--- src/rtl/cfg_i2c_pkg.sv ---
`timescale 1ns/1ps
// Package: shared constants, state encoding and helper functions for the
// I2C configuration register slave.
package cfg_i2c_pkg;

    // Fixed upper six bits of the 7-bit slave address.
    localparam logic [5:0] DEV_ADDR_HI = 6'b001000;

    // Width of the register index field of the pointer byte.
    localparam int IDX_W = 7;

    typedef enum logic [3:0] {
        ST_IDLE,      // waiting for START
        ST_ADDR,      // shifting in the address byte
        ST_ADDR_END,  // address complete, decide on ACK at next SCL fall
        ST_ACK_ADDR,  // driving ACK for the address byte
        ST_WR_BIT,    // shifting in a written byte
        ST_WR_END,    // written byte complete, commit at next SCL fall
        ST_ACK_WR,    // driving ACK for a written byte
        ST_RD_BIT,    // shifting a register byte out
        ST_RD_ACK     // sampling the master's ACK/NACK
    } bus_state_t;

    // Reset contents of register i (1-based).
    function automatic logic [7:0] reg_reset_value(int unsigned idx);
        return 8'(idx * 32'd17);
    endfunction

    // Next index for auto-increment: wraps to 1 from the top or from any
    // unimplemented index.
    function automatic logic [IDX_W-1:0] next_index(logic [IDX_W-1:0] idx,
                                                    int unsigned top);
        if (idx == '0 || 32'(idx) >= top)
            return IDX_W'(1);
        return idx + IDX_W'(1);
    endfunction

endpackage

--- src/rtl/cfg_i2c_line_sync.sv ---
`timescale 1ns/1ps
// Module: cfg_i2c_line_sync
// Brings SCL and SDA into the clock domain through a flop chain and derives
// single-cycle events: SCL rising, SCL falling, START and STOP.
// Assumes: the bus idles high; every SCL phase lasts several clock cycles.
module cfg_i2c_line_sync #(
    parameter int SYNC_STAGES = 2
) (
    input  logic clk,
    input  logic rst_n,
    input  logic scl_i,
    input  logic sda_i,
    output logic sda_s,
    output logic scl_rise,
    output logic scl_fall,
    output logic start_evt,
    output logic stop_evt
);
    localparam int LAST = SYNC_STAGES - 1;

    logic [LAST:0] scl_ff;
    logic [LAST:0] sda_ff;
    logic          scl_d;
    logic          sda_d;
    logic          scl_s;

    // Synchronizer chains plus one delayed copy for edge detection.
    always_ff @(posedge clk) begin
        if (!rst_n) begin
            scl_ff <= '1;
            sda_ff <= '1;
            scl_d  <= 1'b1;
            sda_d  <= 1'b1;
        end else begin
            scl_ff <= {scl_ff[LAST-1:0], scl_i};
            sda_ff <= {sda_ff[LAST-1:0], sda_i};
            scl_d  <= scl_ff[LAST];
            sda_d  <= sda_ff[LAST];
        end
    end

    // Event decode: START/STOP are SDA edges while SCL stays high.
    always_comb begin
        scl_s     = scl_ff[LAST];
        sda_s     = sda_ff[LAST];
        scl_rise  = scl_s & ~scl_d;
        scl_fall  = ~scl_s & scl_d;
        start_evt = scl_s & scl_d & sda_d & ~sda_s;
        stop_evt  = scl_s & scl_d & ~sda_d & sda_s;
    end

endmodule

--- src/rtl/cfg_reg_bank.sv ---
`timescale 1ns/1ps
// Module: cfg_reg_bank
// Bank of NUM_REGS 8-bit registers at indices 1..NUM_REGS with one write
// port and one combinational read port. Unimplemented indices ignore writes
// and read as zero.
// Assumes: NUM_REGS below 127 so every register has a 7-bit index.
module cfg_reg_bank
    import cfg_i2c_pkg::*;
#(
    parameter int NUM_REGS = 8
) (
    input  logic                  clk,
    input  logic                  rst_n,
    input  logic                  wr_en,
    input  logic [IDX_W-1:0]      wr_idx,
    input  logic [7:0]            wr_data,
    input  logic [IDX_W-1:0]      rd_idx,
    output logic [7:0]            rd_data,
    output logic [NUM_REGS*8-1:0] regs_o
);
    for (genvar g = 0; g < NUM_REGS; g++) begin : g_reg
        logic [7:0] q;

        // One register: loads its reset value, then accepts matching writes.
        always_ff @(posedge clk) begin
            if (!rst_n)
                q <= reg_reset_value(g + 1);
            else if (wr_en && wr_idx == IDX_W'(g + 1))
                q <= wr_data;
        end

        assign regs_o[g*8 +: 8] = q;
    end

    // Read mux: zero unless the index names an implemented register.
    always_comb begin
        rd_data = 8'h00;
        for (int i = 0; i < NUM_REGS; i++)
            if (rd_idx == IDX_W'(i + 1))
                rd_data = regs_o[i*8 +: 8];
    end

endmodule

--- src/rtl/cfg_i2c_proto.sv ---
`timescale 1ns/1ps
// Module: cfg_i2c_proto
// Byte-level I2C slave protocol: address match, ACK generation, pointer
// load, register write strobes and read data shifting.
// Assumes: events come from cfg_i2c_line_sync; SDA output changes are made
// only on detected SCL falls, which keeps them inside the low phase.
module cfg_i2c_proto
    import cfg_i2c_pkg::*;
#(
    parameter int         NUM_REGS    = 8,
    parameter logic [7:0] DEFAULT_MAP = 8'h01
) (
    input  logic             clk,
    input  logic             rst_n,
    input  logic             addr_sel,
    input  logic             sda_s,
    input  logic             scl_rise,
    input  logic             scl_fall,
    input  logic             start_evt,
    input  logic             stop_evt,
    input  logic [7:0]       rd_data,
    output logic             wr_en,
    output logic [7:0]       wr_data,
    output logic [IDX_W-1:0] map_idx,
    output logic             sda_oe
);
    bus_state_t state;
    logic [2:0] bit_cnt;
    logic [7:0] shreg;
    logic [7:0] map_q;
    logic       rw_q;
    logic       first_q;
    logic       ack_q;
    logic       addr_hit;

    // Address compare and register write strobe.
    always_comb begin
        addr_hit = (shreg[7:1] == {DEV_ADDR_HI, addr_sel});
        wr_en    = (state == ST_WR_END) && scl_fall && !first_q &&
                   !start_evt && !stop_evt;
        wr_data  = shreg;
        map_idx  = map_q[IDX_W-1:0];
    end

    // Protocol sequencer; START and STOP override every state.
    always_ff @(posedge clk) begin
        if (!rst_n) begin
            state   <= ST_IDLE;
            bit_cnt <= '0;
            shreg   <= '0;
            map_q   <= DEFAULT_MAP;
            rw_q    <= 1'b0;
            first_q <= 1'b0;
            ack_q   <= 1'b0;
            sda_oe  <= 1'b0;
        end else if (start_evt) begin
            state   <= ST_ADDR;
            bit_cnt <= '0;
            sda_oe  <= 1'b0;
        end else if (stop_evt) begin
            state   <= ST_IDLE;
            sda_oe  <= 1'b0;
        end else begin
            unique case (state)
                ST_IDLE: ;
                ST_ADDR: begin
                    if (scl_rise) begin
                        shreg   <= {shreg[6:0], sda_s};
                        bit_cnt <= bit_cnt + 3'd1;
                        if (bit_cnt == 3'd7)
                            state <= ST_ADDR_END;
                    end
                end
                ST_ADDR_END: begin
                    if (scl_fall) begin
                        if (addr_hit) begin
                            rw_q   <= shreg[0];
                            sda_oe <= 1'b1;
                            state  <= ST_ACK_ADDR;
                        end else begin
                            state  <= ST_IDLE;
                        end
                    end
                end
                ST_ACK_ADDR: begin
                    if (scl_fall) begin
                        bit_cnt <= '0;
                        if (rw_q) begin
                            shreg  <= rd_data;
                            sda_oe <= ~rd_data[7];
                            state  <= ST_RD_BIT;
                        end else begin
                            sda_oe  <= 1'b0;
                            first_q <= 1'b1;
                            state   <= ST_WR_BIT;
                        end
                    end
                end
                ST_WR_BIT: begin
                    if (scl_rise) begin
                        shreg   <= {shreg[6:0], sda_s};
                        bit_cnt <= bit_cnt + 3'd1;
                        if (bit_cnt == 3'd7)
                            state <= ST_WR_END;
                    end
                end
                ST_WR_END: begin
                    if (scl_fall) begin
                        sda_oe  <= 1'b1;
                        first_q <= 1'b0;
                        state   <= ST_ACK_WR;
                        if (first_q)
                            map_q <= shreg;
                        else if (map_q[7])
                            map_q[IDX_W-1:0] <= next_index(map_q[IDX_W-1:0], NUM_REGS);
                    end
                end
                ST_ACK_WR: begin
                    if (scl_fall) begin
                        sda_oe  <= 1'b0;
                        bit_cnt <= '0;
                        state   <= ST_WR_BIT;
                    end
                end
                ST_RD_BIT: begin
                    if (scl_fall) begin
                        if (bit_cnt == 3'd7) begin
                            sda_oe <= 1'b0;
                            state  <= ST_RD_ACK;
                        end else begin
                            shreg   <= {shreg[6:0], 1'b0};
                            sda_oe  <= ~shreg[6];
                            bit_cnt <= bit_cnt + 3'd1;
                        end
                    end
                end
                ST_RD_ACK: begin
                    if (scl_rise) begin
                        ack_q <= ~sda_s;
                        if (!sda_s && map_q[7])
                            map_q[IDX_W-1:0] <= next_index(map_q[IDX_W-1:0], NUM_REGS);
                    end else if (scl_fall) begin
                        if (ack_q && map_q[7]) begin
                            shreg   <= rd_data;
                            sda_oe  <= ~rd_data[7];
                            bit_cnt <= '0;
                            state   <= ST_RD_BIT;
                        end else begin
                            state   <= ST_IDLE;
                        end
                    end
                end
                default: state <= ST_IDLE;
            endcase
        end
    end

endmodule

--- src/rtl/cfg_i2c_slave.sv ---
`timescale 1ns/1ps
// Module: cfg_i2c_slave (top)
// I2C slave giving a master pointer-based access to a register bank.
// Assumes: sda_i is the resolved open-drain line including this block's own
// drive; the master respects the I2C data-setup rules and never stretches.
module cfg_i2c_slave
    import cfg_i2c_pkg::*;
#(
    parameter int         NUM_REGS    = 8,
    parameter int         SYNC_STAGES = 2,
    parameter logic [7:0] DEFAULT_MAP = 8'h01
) (
    input  logic                  clk,
    input  logic                  rst_n,
    input  logic                  scl_i,
    input  logic                  sda_i,
    input  logic                  addr_sel,
    output logic                  sda_oe,
    output logic [NUM_REGS*8-1:0] regs_o
);
    logic             sda_s;
    logic             scl_rise;
    logic             scl_fall;
    logic             start_evt;
    logic             stop_evt;
    logic             wr_en;
    logic [7:0]       wr_data;
    logic [7:0]       rd_data;
    logic [IDX_W-1:0] map_idx;

    cfg_i2c_line_sync #(
        .SYNC_STAGES(SYNC_STAGES)
    ) u_sync (
        .clk       (clk),
        .rst_n     (rst_n),
        .scl_i     (scl_i),
        .sda_i     (sda_i),
        .sda_s     (sda_s),
        .scl_rise  (scl_rise),
        .scl_fall  (scl_fall),
        .start_evt (start_evt),
        .stop_evt  (stop_evt)
    );

    cfg_i2c_proto #(
        .NUM_REGS   (NUM_REGS),
        .DEFAULT_MAP(DEFAULT_MAP)
    ) u_proto (
        .clk       (clk),
        .rst_n     (rst_n),
        .addr_sel  (addr_sel),
        .sda_s     (sda_s),
        .scl_rise  (scl_rise),
        .scl_fall  (scl_fall),
        .start_evt (start_evt),
        .stop_evt  (stop_evt),
        .rd_data   (rd_data),
        .wr_en     (wr_en),
        .wr_data   (wr_data),
        .map_idx   (map_idx),
        .sda_oe    (sda_oe)
    );

    cfg_reg_bank #(
        .NUM_REGS(NUM_REGS)
    ) u_bank (
        .clk     (clk),
        .rst_n   (rst_n),
        .wr_en   (wr_en),
        .wr_idx  (map_idx),
        .wr_data (wr_data),
        .rd_idx  (map_idx),
        .rd_data (rd_data),
        .regs_o  (regs_o)
    );

endmodule

--- config.mk ---
export PLATFORM = sky130hd
export DESIGN_NAME = cfg_i2c_slave
export DESIGN_NICKNAME = d
export VERILOG_FILES = /design/src/rtl/cfg_i2c_pkg.sv /design/src/rtl/cfg_i2c_line_sync.sv /design/src/rtl/cfg_reg_bank.sv /design/src/rtl/cfg_i2c_proto.sv /design/src/rtl/cfg_i2c_slave.sv
export SDC_FILE = /design/constraint.sdc
export NUM_CORES = 1
export LEC_CHECK = 0
export BUFFER_PORTS_ARGS = -buffer_cell sky130_fd_sc_hd__buf_2
export CAP_MARGIN = 5
export CORE_MARGIN = 2
export CORE_UTILIZATION = 36
export DETAILED_ROUTE_END_ITERATION = 12
export GPL_ROUTABILITY_DRIVEN = 0
export PLACE_DENSITY_LB_ADDON = 0.25
export SLEW_MARGIN = 20
export SYNTH_ARGS = -nofsm -noshare
export SYNTH_HDL_FRONTEND = slang
export SYNTH_SLANG_ARGS = --single-unit
--- constraint.sdc ---
create_clock -name clk -period 2.9 [get_ports clk]
set_input_delay 0.435 -clock clk [delete_from_list [all_inputs] [get_ports clk]]
set_output_delay 0.435 -clock clk [all_outputs]
set_load 0.02 [all_outputs]
==> results.cfg <==
[sta]
clock.fmax_mhz = 394
fin_setup_tns_ns = 0
max_slew.worst_pin.slew_ns = 0.967
final_critical_path_required_period_ns = 2.53
setup_violations = 0
setup_repair_after_global_routing_missed_its_margin = false
finalHoldViolations = 0
layout_worst_path_cycle_share = 0.874
maxSlewHeadroom = 0.354
layout_setup_ws_ns = 0.365
whs_ns = 0.265
slew_viol_final = 0
worst_clock_skew_ns = 0.00644

[synth]
synth.yosys.seq_area_share = 0.383
syn-num-nets = 612
flop_and_latch_count_out_of_synthesis = 97
synth-main-ff-cell = sky130_fd_sc_hd__dfxtp_1
synth.lib_cells_used.distinct = 68
synth-edff-count = 0
syn-cell-area_mm2 = 0.00507
synth-async-reset-ratio = 0
postSynthCellCount = 601
yosys_warnings = 0
post_synth.cell_area_avg_um2 = 8.43

[final_layout]
layout-drive-gt1-share = 0.184
n_antenna_cell = 0
commonest_cells_after_routing_fill_and_taps_aside = sky130_fd_sc_hd__dfxtp_1 (97), sky130_fd_sc_hd__nand2_1 (79), sky130_fd_sc_hd__buf_2 (69)
syn_to_final_growth_pct = 14.7
utilization = 0.420
layout.cells.most_common = sky130_fd_sc_hd__dfxtp_1
final_net_count = 660

[global_route]
pin_count_of_the_biggest_net_entering_global_routing = 55
grt_pass1_wl_um = 24700
gr-max-usage-layer = met2
track_usage = 0.213
globalRouteMet1Util = 0.283
use_met2 = 0.335
grt_util_met3 = 0.0409
grt_pass1_vias = 4475
globalRoute.totalOverflow = 0
grt_antenna_before_repair = 0

[floorplanning]
floorplan.core_area_mm2 = 0.0138
floorplan.die.width_um = 123
die_area_mm2 = 0.0150
rows = 43
initial_core_util = 0.367
boundaryPins = 70
die_y_um = 123

[hold_path]
hold_path_end = u_sync.sda_ff[0]
timing.hold.worst_path_depth = 2
hold_start = sda_i
hold_path_class = in2reg

[cts]
holdBufCountCts = 0
numClockSinks = 97
cts.repair.resized = 0
post-cts-setup-buffer-count = 0
clock_tree.buffer_depth = 2
cts_inserted_buffers = 9
cts.root.buffer_cell = sky130_fd_sc_hd__clkbuf_16
htree_num_levels = 3
insertion_delay_ns = 0.35
cts_tree = done
cts.clk_slew.worst_paths_ns = 0.07

[power_and_ir_drop]
vdd_ir_drop_max_uv = 253
leakage_nw = 2.50
power.density_mw_per_mm2 = 446

[worst_setup_path]
worst_path_largest_cell_delay_ns = 0.61
critPathKind = reg2reg
critPathCaptureType = flop
most_frequent_cell_on_the_critical_path = sky130_fd_sc_hd__nand2_1
timing.critical_path.from_type = flop
path_delay_family = simple AND/OR/NAND/NOR gates
cp_num_buf_inv = 1
worstRegToRegCells = 7
critical_path_required_ns = 3.08
worst_r2r_endpoint = u_bank.g_reg[7].q[6]
critical_path.slowest_cell = sky130_fd_sc_hd__and3_1
cp.arrival_ns = 2.72
crit_path_max_fanout = 17
critical_path.reg2reg.startpoint = u_proto.map_q[0]
setup.reg_to_reg.worst_slack_ns = 0.37
timing.critical_path.cells = inv_1 > ha_1 > nor2b_1 > and3_1 > nand2_1 > nand2_1 > a21oi_1

[detailed_routing]
antenna_violating_nets_post_route = 0
vias_per_cell = 5.77
detail_route.drc_violations = 0
finalWirelength_um = 15600
drt_iter0_drc = 433
num_vias = 4803
firstDrtPassIters = 5
drt-wirelength-per-cell_um = 18.7

[status]
run_status = finished, final reports clean

[placed_design]
pre_cts_slack_ns = 0.436
dp.final_hpwl_um = 10800
place.port_buffers = 69

[run]
max_cap_violations = 0
==> cell usage after synthesis (all sizes together), types with 7 or more instances <==
cell	instances	area, um2
nand2	79	297
nor2	44	165
inv	11	41.3
o21ai	30	150
a211oi	7	52.6
clkbuf	38	143
o211ai	19	143
dfxtp	97	1940
a21oi	43	215
nand3	32	190
nand2b	19	119
mux2i	45	450
nor3	7	40.0
nor2b	13	81.3
nor4b	7	61.3
buf	11	72.6
==> metrics by stage <==
stage | std cells | power (mW) | instance area [um2]
floorplan | 601 | 1.47 | 5070
global placement | 818 | 1.51 | 5550
CTS | 832 | 2.61 | 5810
global route | 832 | 2.68 | 5810
detailed placement | 818 | 1.51 | 5550
finish | 832 | 2.59 | 5810
==> sequential cells by signal (all words and copies together) (netlist names) <==
signal           count
u_bank.g.q          64
u_proto.map_q        8
u_proto.wr_data      8
u_proto.state        4
u_proto.bit_cnt      3
u_sync.scl_ff        2
u_sync.sda_ff        2
u_proto.ack_q        1
u_proto.first_q      1
u_proto.rw_q         1
u_proto.sda_oe       1
u_sync.scl_d         1
u_sync.sda_d         1
==> worst max path at each step <==
stage | endpoint | startpoint | slack (ns) | cells past startpoint
6_report | u_bank.g_reg[7].q[6] | u_proto.map_q[0] | 0.37 | 7
5_1_grt | u_proto.wr_data[4] | u_proto.map_q[1] | 0.19 | 7
4_1_cts | u_proto.wr_data[4] | u_proto.map_q[0] | 0.42 | 7
3_5_place_dp | u_proto.wr_data[4] | u_proto.map_q[0] | 0.44 | 7
3_3_place_gp | u_proto.map_q[4] | u_proto.state[1] | 0.57 | 5
2_1_floorplan | u_proto.map_q[4] | u_proto.state[0] | 0.77 | 7
==> report_power, final <==
group / total (mW) / leakage (nW) / switching (mW) / internal [mW]
Clock: 1.11 / 0.129 / 0.508 / 0.598
Sequential: 1.37 / 0.784 / 0.0238 / 1.34
Combinational: 0.118 / 1.59 / 0.0793 / 0.0392
Total: 2.59 / 2.50 / 0.611 / 1.98
==> metal layers <==
layer	vias up	routed length, um
met5	-	0
met4	0	369
met3	28	1020
met2	209	7170
met1	2281	7010
li1	2285	-
==> cell type report <==
| class | instances | area [um2] |
|---|---|---|
| tap | 180 | 225 |
| inverter | 11 | 41.3 |
| multi-input combinational | 444 | 2870 |
| fill | 1372 | 8020 |
| sequential | 97 | 1940 |
| timing repair buffer | 86 | 473 |
| clock inverter | 2 | 13.8 |
| clock buffer | 12 | 246 |
==> logic make-up (layout without fill, tap and decap cells) <==
logic type,Yosys count,count (layout),share of synthesized area
adder cells (fa/ha/maj),7,7,0.0168
buffers and inverters,60,111,0.0506
multiplexers,45,45,0.0889
AO/OA/AOI/OAI,155,155,0.214
XOR/XNOR,3,3,0.00518
AND/OR/NAND/NOR,234,234,0.241
flip-flops,97,97,0.383
No activity file was read; power rests on OpenSTA's default activity.
